File: config.mk
export PLATFORM = sky130hd
export DESIGN_NAME = gpio_port_regs
export DESIGN_NICKNAME = d
export VERILOG_FILES = /design/src/rtl/gpio_port_pkg.sv /design/src/rtl/gpio_reg_decode.sv /design/src/rtl/gpio_out_latch.sv /design/src/rtl/gpio_in_sync.sv /design/src/rtl/gpio_port_regs.sv
export SDC_FILE = /design/constraint.sdc
export NUM_CORES = 1
export LEC_CHECK = 0
export ABC_CLOCK_PERIOD_IN_PS = 2440
export CAP_MARGIN = 40
export CORE_MARGIN = 3
export CORE_UTILIZATION = 49
export CTS_BUF_LIST = sky130_fd_sc_hd__clkbuf_16
export DETAILED_ROUTE_END_ITERATION = 10
export GPL_TIMING_DRIVEN = 0
export PLACE_DENSITY = 0.8
export SLEW_MARGIN = 5
export SYNTH_ARGS = -nofsm -noshare
export SYNTH_HDL_FRONTEND = slang
export SYNTH_HIERARCHICAL = 1
export SYNTH_SLANG_ARGS = --single-unit
File: constraint.sdc
create_clock -name clk -period 2.44 [get_ports clk]
set_input_delay 0.488 -clock clk [delete_from_list [all_inputs] [get_ports clk]]
set_output_delay 0.488 -clock clk [all_outputs]
set_load 0.01 [all_outputs]
File: src/rtl/gpio_port_pkg.sv
package gpio_port_pkg;

    localparam int PORT_W = 32;
    localparam int ADDR_W = 5;

    typedef enum logic [2:0] {
        SEL_DATA = 3'd0,
        SEL_SET  = 3'd1,
        SEL_CLR  = 3'd2,
        SEL_TGL  = 3'd3,
        SEL_IN   = 3'd4,
        SEL_DIR  = 3'd5,
        SEL_RSV6 = 3'd6,
        SEL_RSV7 = 3'd7
    } reg_sel_e;

    typedef struct packed {
        logic wr_data;
        logic wr_set;
        logic wr_clr;
        logic wr_tgl;
        logic wr_dir;
    } wr_strobe_t;

    // Word index from byte address; misaligned addresses map to a reserved slot.
    function automatic reg_sel_e addr_to_sel(input logic [ADDR_W-1:0] a);
        if (a[1:0] != 2'b00) return SEL_RSV7;
        return reg_sel_e'(a[4:2]);
    endfunction

endpackage

File: src/rtl/gpio_reg_decode.sv
module gpio_reg_decode
    import gpio_port_pkg::*;
#(
    parameter int AW = ADDR_W
) (
    input  logic          wr,
    input  logic [AW-1:0] addr,
    output reg_sel_e      sel,
    output wr_strobe_t    strb
);
    always_comb begin
        sel          = addr_to_sel(addr);
        strb         = '0;
        strb.wr_data = wr && (sel == SEL_DATA);
        strb.wr_set  = wr && (sel == SEL_SET);
        strb.wr_clr  = wr && (sel == SEL_CLR);
        strb.wr_tgl  = wr && (sel == SEL_TGL);
        strb.wr_dir  = wr && (sel == SEL_DIR);
    end
endmodule

File: src/rtl/gpio_out_latch.sv
module gpio_out_latch
    import gpio_port_pkg::*;
#(
    parameter int W = PORT_W
) (
    input  logic         clk,
    input  logic         rst,
    input  wr_strobe_t   strb,
    input  logic [W-1:0] wdata,
    output logic [W-1:0] out_q,
    output logic [W-1:0] dir_q
);
    genvar i;
    generate
        for (i = 0; i < W; i++) begin : g_bit
            logic nxt;
            always_comb begin
                nxt = out_q[i];
                if (strb.wr_data)               nxt = wdata[i];
                else if (strb.wr_set && wdata[i]) nxt = 1'b1;
                else if (strb.wr_clr && wdata[i]) nxt = 1'b0;
                else if (strb.wr_tgl && wdata[i]) nxt = ~out_q[i];
            end
            always_ff @(posedge clk) begin
                if (rst) begin
                    out_q[i] <= 1'b0;
                    dir_q[i] <= 1'b0;
                end else begin
                    out_q[i] <= nxt;
                    if (strb.wr_dir) dir_q[i] <= wdata[i];
                end
            end
        end
    endgenerate
endmodule

File: src/rtl/gpio_in_sync.sv
module gpio_in_sync #(
    parameter int W      = gpio_port_pkg::PORT_W,
    parameter int STAGES = 2
) (
    input  logic         clk,
    input  logic         rst,
    input  logic [W-1:0] d,
    output logic [W-1:0] q
);
    logic [W-1:0] stage_q [STAGES];

    always_ff @(posedge clk) begin
        if (rst) begin
            for (int s = 0; s < STAGES; s++) stage_q[s] <= '0;
        end else begin
            stage_q[0] <= d;
            for (int s = 1; s < STAGES; s++) stage_q[s] <= stage_q[s-1];
        end
    end

    assign q = stage_q[STAGES-1];
endmodule

File: src/rtl/gpio_port_regs.sv
module gpio_port_regs
    import gpio_port_pkg::*;
#(
    parameter int PORT_W_P = PORT_W,
    parameter int ADDR_W_P = ADDR_W
) (
    input  logic                clk,
    input  logic                rst,
    input  logic                bus_wr,
    input  logic [ADDR_W_P-1:0] bus_addr,
    input  logic [PORT_W_P-1:0] bus_wdata,
    output logic [PORT_W_P-1:0] bus_rdata,
    input  logic [PORT_W_P-1:0] pin_in,
    output logic [PORT_W_P-1:0] pin_out,
    output logic [PORT_W_P-1:0] pin_oe
);
    reg_sel_e              sel;
    wr_strobe_t            strb;
    logic [PORT_W_P-1:0]   out_q;
    logic [PORT_W_P-1:0]   dir_q;
    logic [PORT_W_P-1:0]   in_sync;

    gpio_reg_decode #(.AW(ADDR_W_P)) u_dec (
        .wr   (bus_wr),
        .addr (bus_addr),
        .sel  (sel),
        .strb (strb)
    );

    gpio_out_latch #(.W(PORT_W_P)) u_latch (
        .clk   (clk),
        .rst   (rst),
        .strb  (strb),
        .wdata (bus_wdata),
        .out_q (out_q),
        .dir_q (dir_q)
    );

    gpio_in_sync #(.W(PORT_W_P), .STAGES(2)) u_sync (
        .clk (clk),
        .rst (rst),
        .d   (pin_in),
        .q   (in_sync)
    );

    always_comb begin
        unique case (sel)
            SEL_DATA: bus_rdata = out_q;
            SEL_IN:   bus_rdata = in_sync;
            SEL_DIR:  bus_rdata = dir_q;
            default:  bus_rdata = '0;
        endcase
    end

    assign pin_out = out_q;
    assign pin_oe  = dir_q;
endmodule

## After elaboration in Yosys (flattened, before gate mapping)

Memories as Yosys holds them, arrays and structs flattened.
Index checks and enable logic that the tools add are counted.

- Bits of input ports: 72
- RAM bits: 64
- Bits in registers: 64
- Latch bits: 0
- Memories kept: 1
- Output and inout port bits: 96
- Logic and storage cells: 376
- ROM bits: 0

Memory list:

| memory | depth | bits a word | rd ports | clocked after memory_dff | write ports | RTL line | source |
|---|---|---|---|---|---|---|---|
| u_sync.stage_q | 2 | 32 | 2 | 0 | 2 | gpio_in_sync.sv:10 | `logic [W-1:0] stage_q [STAGES];` |

- Magnitude comparators: 0
- Multiplexer cells: 137
- Add/subtract/negate cells: 0
- Reduce and logical (&&, ||, !) cells: 135
- Equality and inequality tests: 5
- Divide/modulo/power cells: 0
- Shift operators: 0
- Bitwise gates (word level): 34
- Multipliers: 0

Operators by type and width:

| kind | number |
|---|---|
| 1-bit 2-to-1 mux | 132 |
| 4-bit nonzero test | 32 |
| 1-bit logical AND | 101 |
| 32-bit one-hot mux with 3 select lines | 1 |
| 32-bit 2-to-1 mux | 2 |
| 1-bit NOT | 32 |
| 3-bit by 2-bit equality test with 1-bit output (second input constant) | 2 |
| 3-bit equality test (second input constant) | 2 |
| 3-bit 2-to-1 mux | 2 |
| 3-bit by 1-bit equality test with 1-bit output (second input constant) | 1 |
| 3-bit logical NOT | 1 |
| 1-bit bitwise OR | 2 |
| 2-bit nonzero test | 1 |

## Longest topological paths before layout

- Word-level depth: 10
- Gate-level depth with buffers: 7
- Mapped depth without buffers: 4

## By module

The synthesis kept the hierarchy.

Modules (own cells, without submodules):

| module | times used | seq. area each (µm²) | area each (µm²) | cells an instance |
|---|---|---|---|---|
| gpio_out_latch | 1 | 1281.2 | 3408.3 | 323 |
| gpio_in_sync | 1 | 1281.2 | 2158.3 | 167 |
| gpio_port_regs | 1 | 0.0 | 872.1 | 114 |
| gpio_reg_decode | 1 | 0.0 | 93.8 | 13 |

## Worst setup path after synthesis

No wires, ideal clock.

- Kind: input -> output
- Start point: input bus_addr[1]
- End point: output bus_rdata[10]
- Path slack: 246 ps
- Stages: 5
- Data arrival time: 1706 ps
- Data required time: 1952 ps
- Cell sequence: or3_1 buf_6 buf_2 buf_1 a211oi_1

- Longest elaborated chain between the ends: 5

Ends and longest elaborated chain:

| element | RTL line | source |
|---|---|---|
| from (decl) | gpio_port_regs.sv:10 | `input logic [ADDR_W_P-1:0] bus_addr,` |
| 2-bit nonzero test * | gpio_port_pkg.sv:27 | `if (a[1:0] != 2'b00) return SEL_RSV7;` |
| 1-bit 2-to-1 mux * | gpio_port_pkg.sv:27 |  |
| 3-bit 2-to-1 mux * | gpio_port_pkg.sv:28 | `return reg_sel_e'(a[4:2]);` |
| via sel[2] | gpio_port_regs.sv:17 | `reg_sel_e sel;` |
| 3-bit equality test / 3-bit logical NOT (equally long branches) | gpio_port_regs.sv:47 | `unique case (sel)` |
| 32-bit one-hot mux with 3 select lines * | gpio_port_regs.sv:47 |  |
| to (decl) | gpio_port_regs.sv:12 | `output logic [PORT_W_P-1:0] bus_rdata,` |

The timed path passes the listed nets; every way through them passes the cells marked *.

## Final worst setup path

- Start point: input bus_addr[1]
- End point: output bus_rdata[11]

The elaborated chain is that of the path after synthesis.

==> summary by stage <==
Clock tree
The clock slew seen by the registers of the worst setup and hold paths is 0.05 ns. The clock root buffer is sky130_fd_sc_hd__clkbuf_16. The TritonCTS buffer count is 17. The number of buffers inserted by hold repair at cts is 0. The clock sink count is 128. The clock tree synthesis step divided the H-tree into 4 levels. The CTS tree is built. The insertion delay of the later-clocked pin in the worst-skew pair is 0.42 ns. The deepest clock path buffer count is 2.

Timing
The setup slack after layout is 0.01844 ns. In the finished design, the share of the clock period the worst path needs comes to 99.24%. Setup repair after global routing could not meet its margin everywhere. The number of failing hold endpoints at the final stage was 0.

Hold is met by 0.3364 ns. The max-slew violation total from the final report is 0. At the pin with the least slew margin, the transition time is 0.7470 ns. Static timing analysis puts the maximum clock frequency at 413.0 MHz. The worst pin sits at a relative slew slack of 50.20%. The total negative setup slack is 0 ns. The shortest period the worst path allows is 2.422 ns. The clock arrives with 0.006970 ns of skew. Setup violations remaining at the end of the flow were counted as 0.

Worst hold path
The path category of the worst min-delay check is primary input to flip-flop.

Finish
The combined area of the multi-input logic cells is 0.003562 sq mm. The sequential cells in the finished layout cover a total of 0.002562 sq mm. The utilization after layout is a little under three quarters.

The area added between synthesis and finish is 40.89%. Of the cells placed in the final design, the portion with a size suffix greater than 1 is between 30 and 40%. The number of nets at the end of the flow is 877.

In the layout the commonest cells are sky130_fd_sc_hd__clkdlybuf4s50_1, sky130_fd_sc_hd__dfxtp_1, sky130_fd_sc_hd__nand4bb_1, sky130_fd_sc_hd__mux2i_1, sky130_fd_sc_hd__nor2b_2. The most common cell after layout, fill and taps aside is sky130_fd_sc_hd__clkdlybuf4s50_1. The antenna diode count is 0. Counting the fill cells in the layout gives between 900 and 1000.

After routing the design area is 0.009204 sq mm. The count of cells in the finished layout, fillers not included, comes to 990.

Critical path
The register-to-register setup slack is 1.27 ns. The signal on the critical path passes through buf_2 -> or3_4 -> inv_6 -> buf_6 -> a21oi_1 -> a211oi_2 -> buf_2. The worst endpoint data arrival time is between 1.5 and 2 ns. The buffers plus inverters on the worst setup path is 4. The worst setup path is captured at an output port.

The maximum fanout along the worst path is 10. The cell occurring most often along the worst timing path is sky130_fd_sc_hd__buf_2. The startpoint kind of the worst setup timing path is a primary input. The slowest stage of the critical path belongs to the cell sky130_fd_sc_hd__or3_4. The worst setup path is of the primary input to output port kind. The category of cells accounting for the largest share of critical-path delay is buffers and inverters.

Data on the critical path is required at its endpoint by 1.95 ns. The maximum single-stage delay on the critical path is 0.51 ns.

Power and ir drop
The power density over the cells is 574.9 mW/mm^2. The leakage power figure is about 3.3 nW. The design draws 5.292 mW. The maximum vdd drop is between 0.0007 and 0.0008 V.

Global route
Global routing consumed, over all layers together, 28.03% of the routing resources. The first global-routing pass estimated 32410 um of wire. The total overflow reported by the global router is 0. The number of global-route vias before repair is 6076. The initial antenna violation count was 0.

The pin count of the biggest net entering global routing is 17.

Die
The die footprint is 0.01475 sq mm. The initial core utilization is 50.94%. The die width is 121.5 um.

The number of standard-cell rows in the floorplan is 41. The top-level I/O count is 168. Measured along the y axis, the die boundary spans 121.5 um. After floorplanning, the core was sized to cover roughly 0.013 sq mm.

Yosys
The area share of the largest cell type after synthesis is 39.23%. In the post-synthesis netlist, the biggest area contributors are sky130_fd_sc_hd__dfxtp_1, sky130_fd_sc_hd__nand4bb_1, sky130_fd_sc_hd__mux2i_1, sky130_fd_sc_hd__nor2b_2, sky130_fd_sc_hd__or3b_1. The post-synthesis register bit count is ~130. The cell count after synthesis came out at 617. The total number of yosys warnings is 6. The number of library cell types mapped by synthesis is 27.

The cell type with the largest total area after synthesis is sky130_fd_sc_hd__dfxtp_1. After synthesis the cells add up to about 0.0065 sq mm. The average cell area after synthesis is about 11 sq um.

The number of nets in the synthesized netlist is 689. For this run, the register share of the synthesized area comes to 39.23%.

Place
The placed wire-length estimate after detailed placement is 13900 um. The congestion estimate from routability-driven global placement came to 0.8213. The cell count after placement is 955.

At the placement stage, the worst setup path has a slack of -0.9820 ns. The number of input and output port buffers inserted is 166. The placement-stage cell area is 0.008409 sq mm.

Routing
The detail route stage leaves a number of antenna-violating nets equal to 0. The routed length per instance is ~21 um. Detailed routing inserted a total of roughly 5900 vias. Before antenna repair, the detailed router went through 5 iterations. After detailed routing, the number of vias per cell comes to 5.924.

The number of DRC markers in iteration 0 is 594. The final routed wirelength across all metal layers is 20650 um. For this run, design rule violations remaining after detail routing come to 0.

Flow run
The count of max-cap constraint violations is 0.

Status
The run finished with clean final reports.
==> cell type report <==
cell class / count / area share [%]
flip-flops and latches: 128 / 27.84
multi-input cells: 396 / 38.70
inverters: 1 / 0.09516
well taps: 172 / 2.338
plain buffers: 91 / 7.898
clock buffers: 17 / 4.622
repair buffers: 170 / 16.63
clock inverters: 15 / 1.876
==> state kept, by name, indices dropped and copies added (netlist names) <==
name            cells
u_sync/stage_q     64
u_latch/out_q      32
u_latch/dir_q      32
==> cells by family (layout without fill, tap and decap cells) <==
kind of cell,after synthesis,in the layout,share of synthesized area (%)
AOI/OAI and AO/OA,128,128,14.02
buffers and inverters,93,294,10.09
DFF,128,128,39.23
muxes,64,64,9.806
and+or+nand+nor,204,204,26.85
==> Yosys cell counts, drive strengths merged <==
library cell  count
mux2i            64
clkbuf           25
a41oi            32
nor2b            64
nor2             34
a21oi            32
or3               3
nor3              2
nand3             2
a211oi           32
nand4bb          64
nand2             2
o21ai            32
inv               1
nor4b             1
dfxtp           128
or3b             32
buf              67
==> worst reg2reg max path, stage by stage (launching register included) <==
cell and delay, ns:
sky130_fd_sc_hd__dfxtp_1 0.41, sky130_fd_sc_hd__or3b_1 0.40, sky130_fd_sc_hd__a41oi_1 0.27
==> routing by layer <==
| metal | part of all wire [%] | vias up | GRT usage, % | wire length (um) |
|---|---|---|---|---|
| met5 | 0 | - | 0 | 0 |
| met4 | 2.6 | 0 | 11.13 | 547 |
| met3 | 7.5 | 50 | 6.667 | 1558 |
| met2 | 50 | 308 | 46.77 | 10270 |
| met1 | 40 | 2880 | 34.85 | 8267 |
| li1 | - | 2627 | - | - |
==> worst paths after layout <==
| kind | from | to | cells after the start |
|---|---|---|---|
| setup / recovery | bus_addr[1] | bus_rdata[11] | 7 |
| hold / removal | rst | u_sync/stage_q[0][61] | 2 |
| setup reg to reg | u_latch/out_q[18] | u_latch/out_q[18] | 2 |
| hold reg to reg | u_sync/stage_q[0][3] | u_sync/stage_q[0][35] | 1 |
==> where the power goes <==
part	internal [mW]	leakage (nW)	total, mW	switching [mW]
Combinational	0.297	1.96	0.552	0.254
Clock	1.60	0.287	2.55	0.954
Sequential	2.16	1.05	2.19	0.0329
==> timing repair <==
item | CTS | global route
pin swaps | 11 | 4
hold endpoints to repair | 0 | 0
setup endpoints to repair | 52 | 18
resized for setup | 220 | 10
setup buffers | 3 | 0
cloned | 1 | 0
No activity file was read; power rests on OpenSTA's default activity.
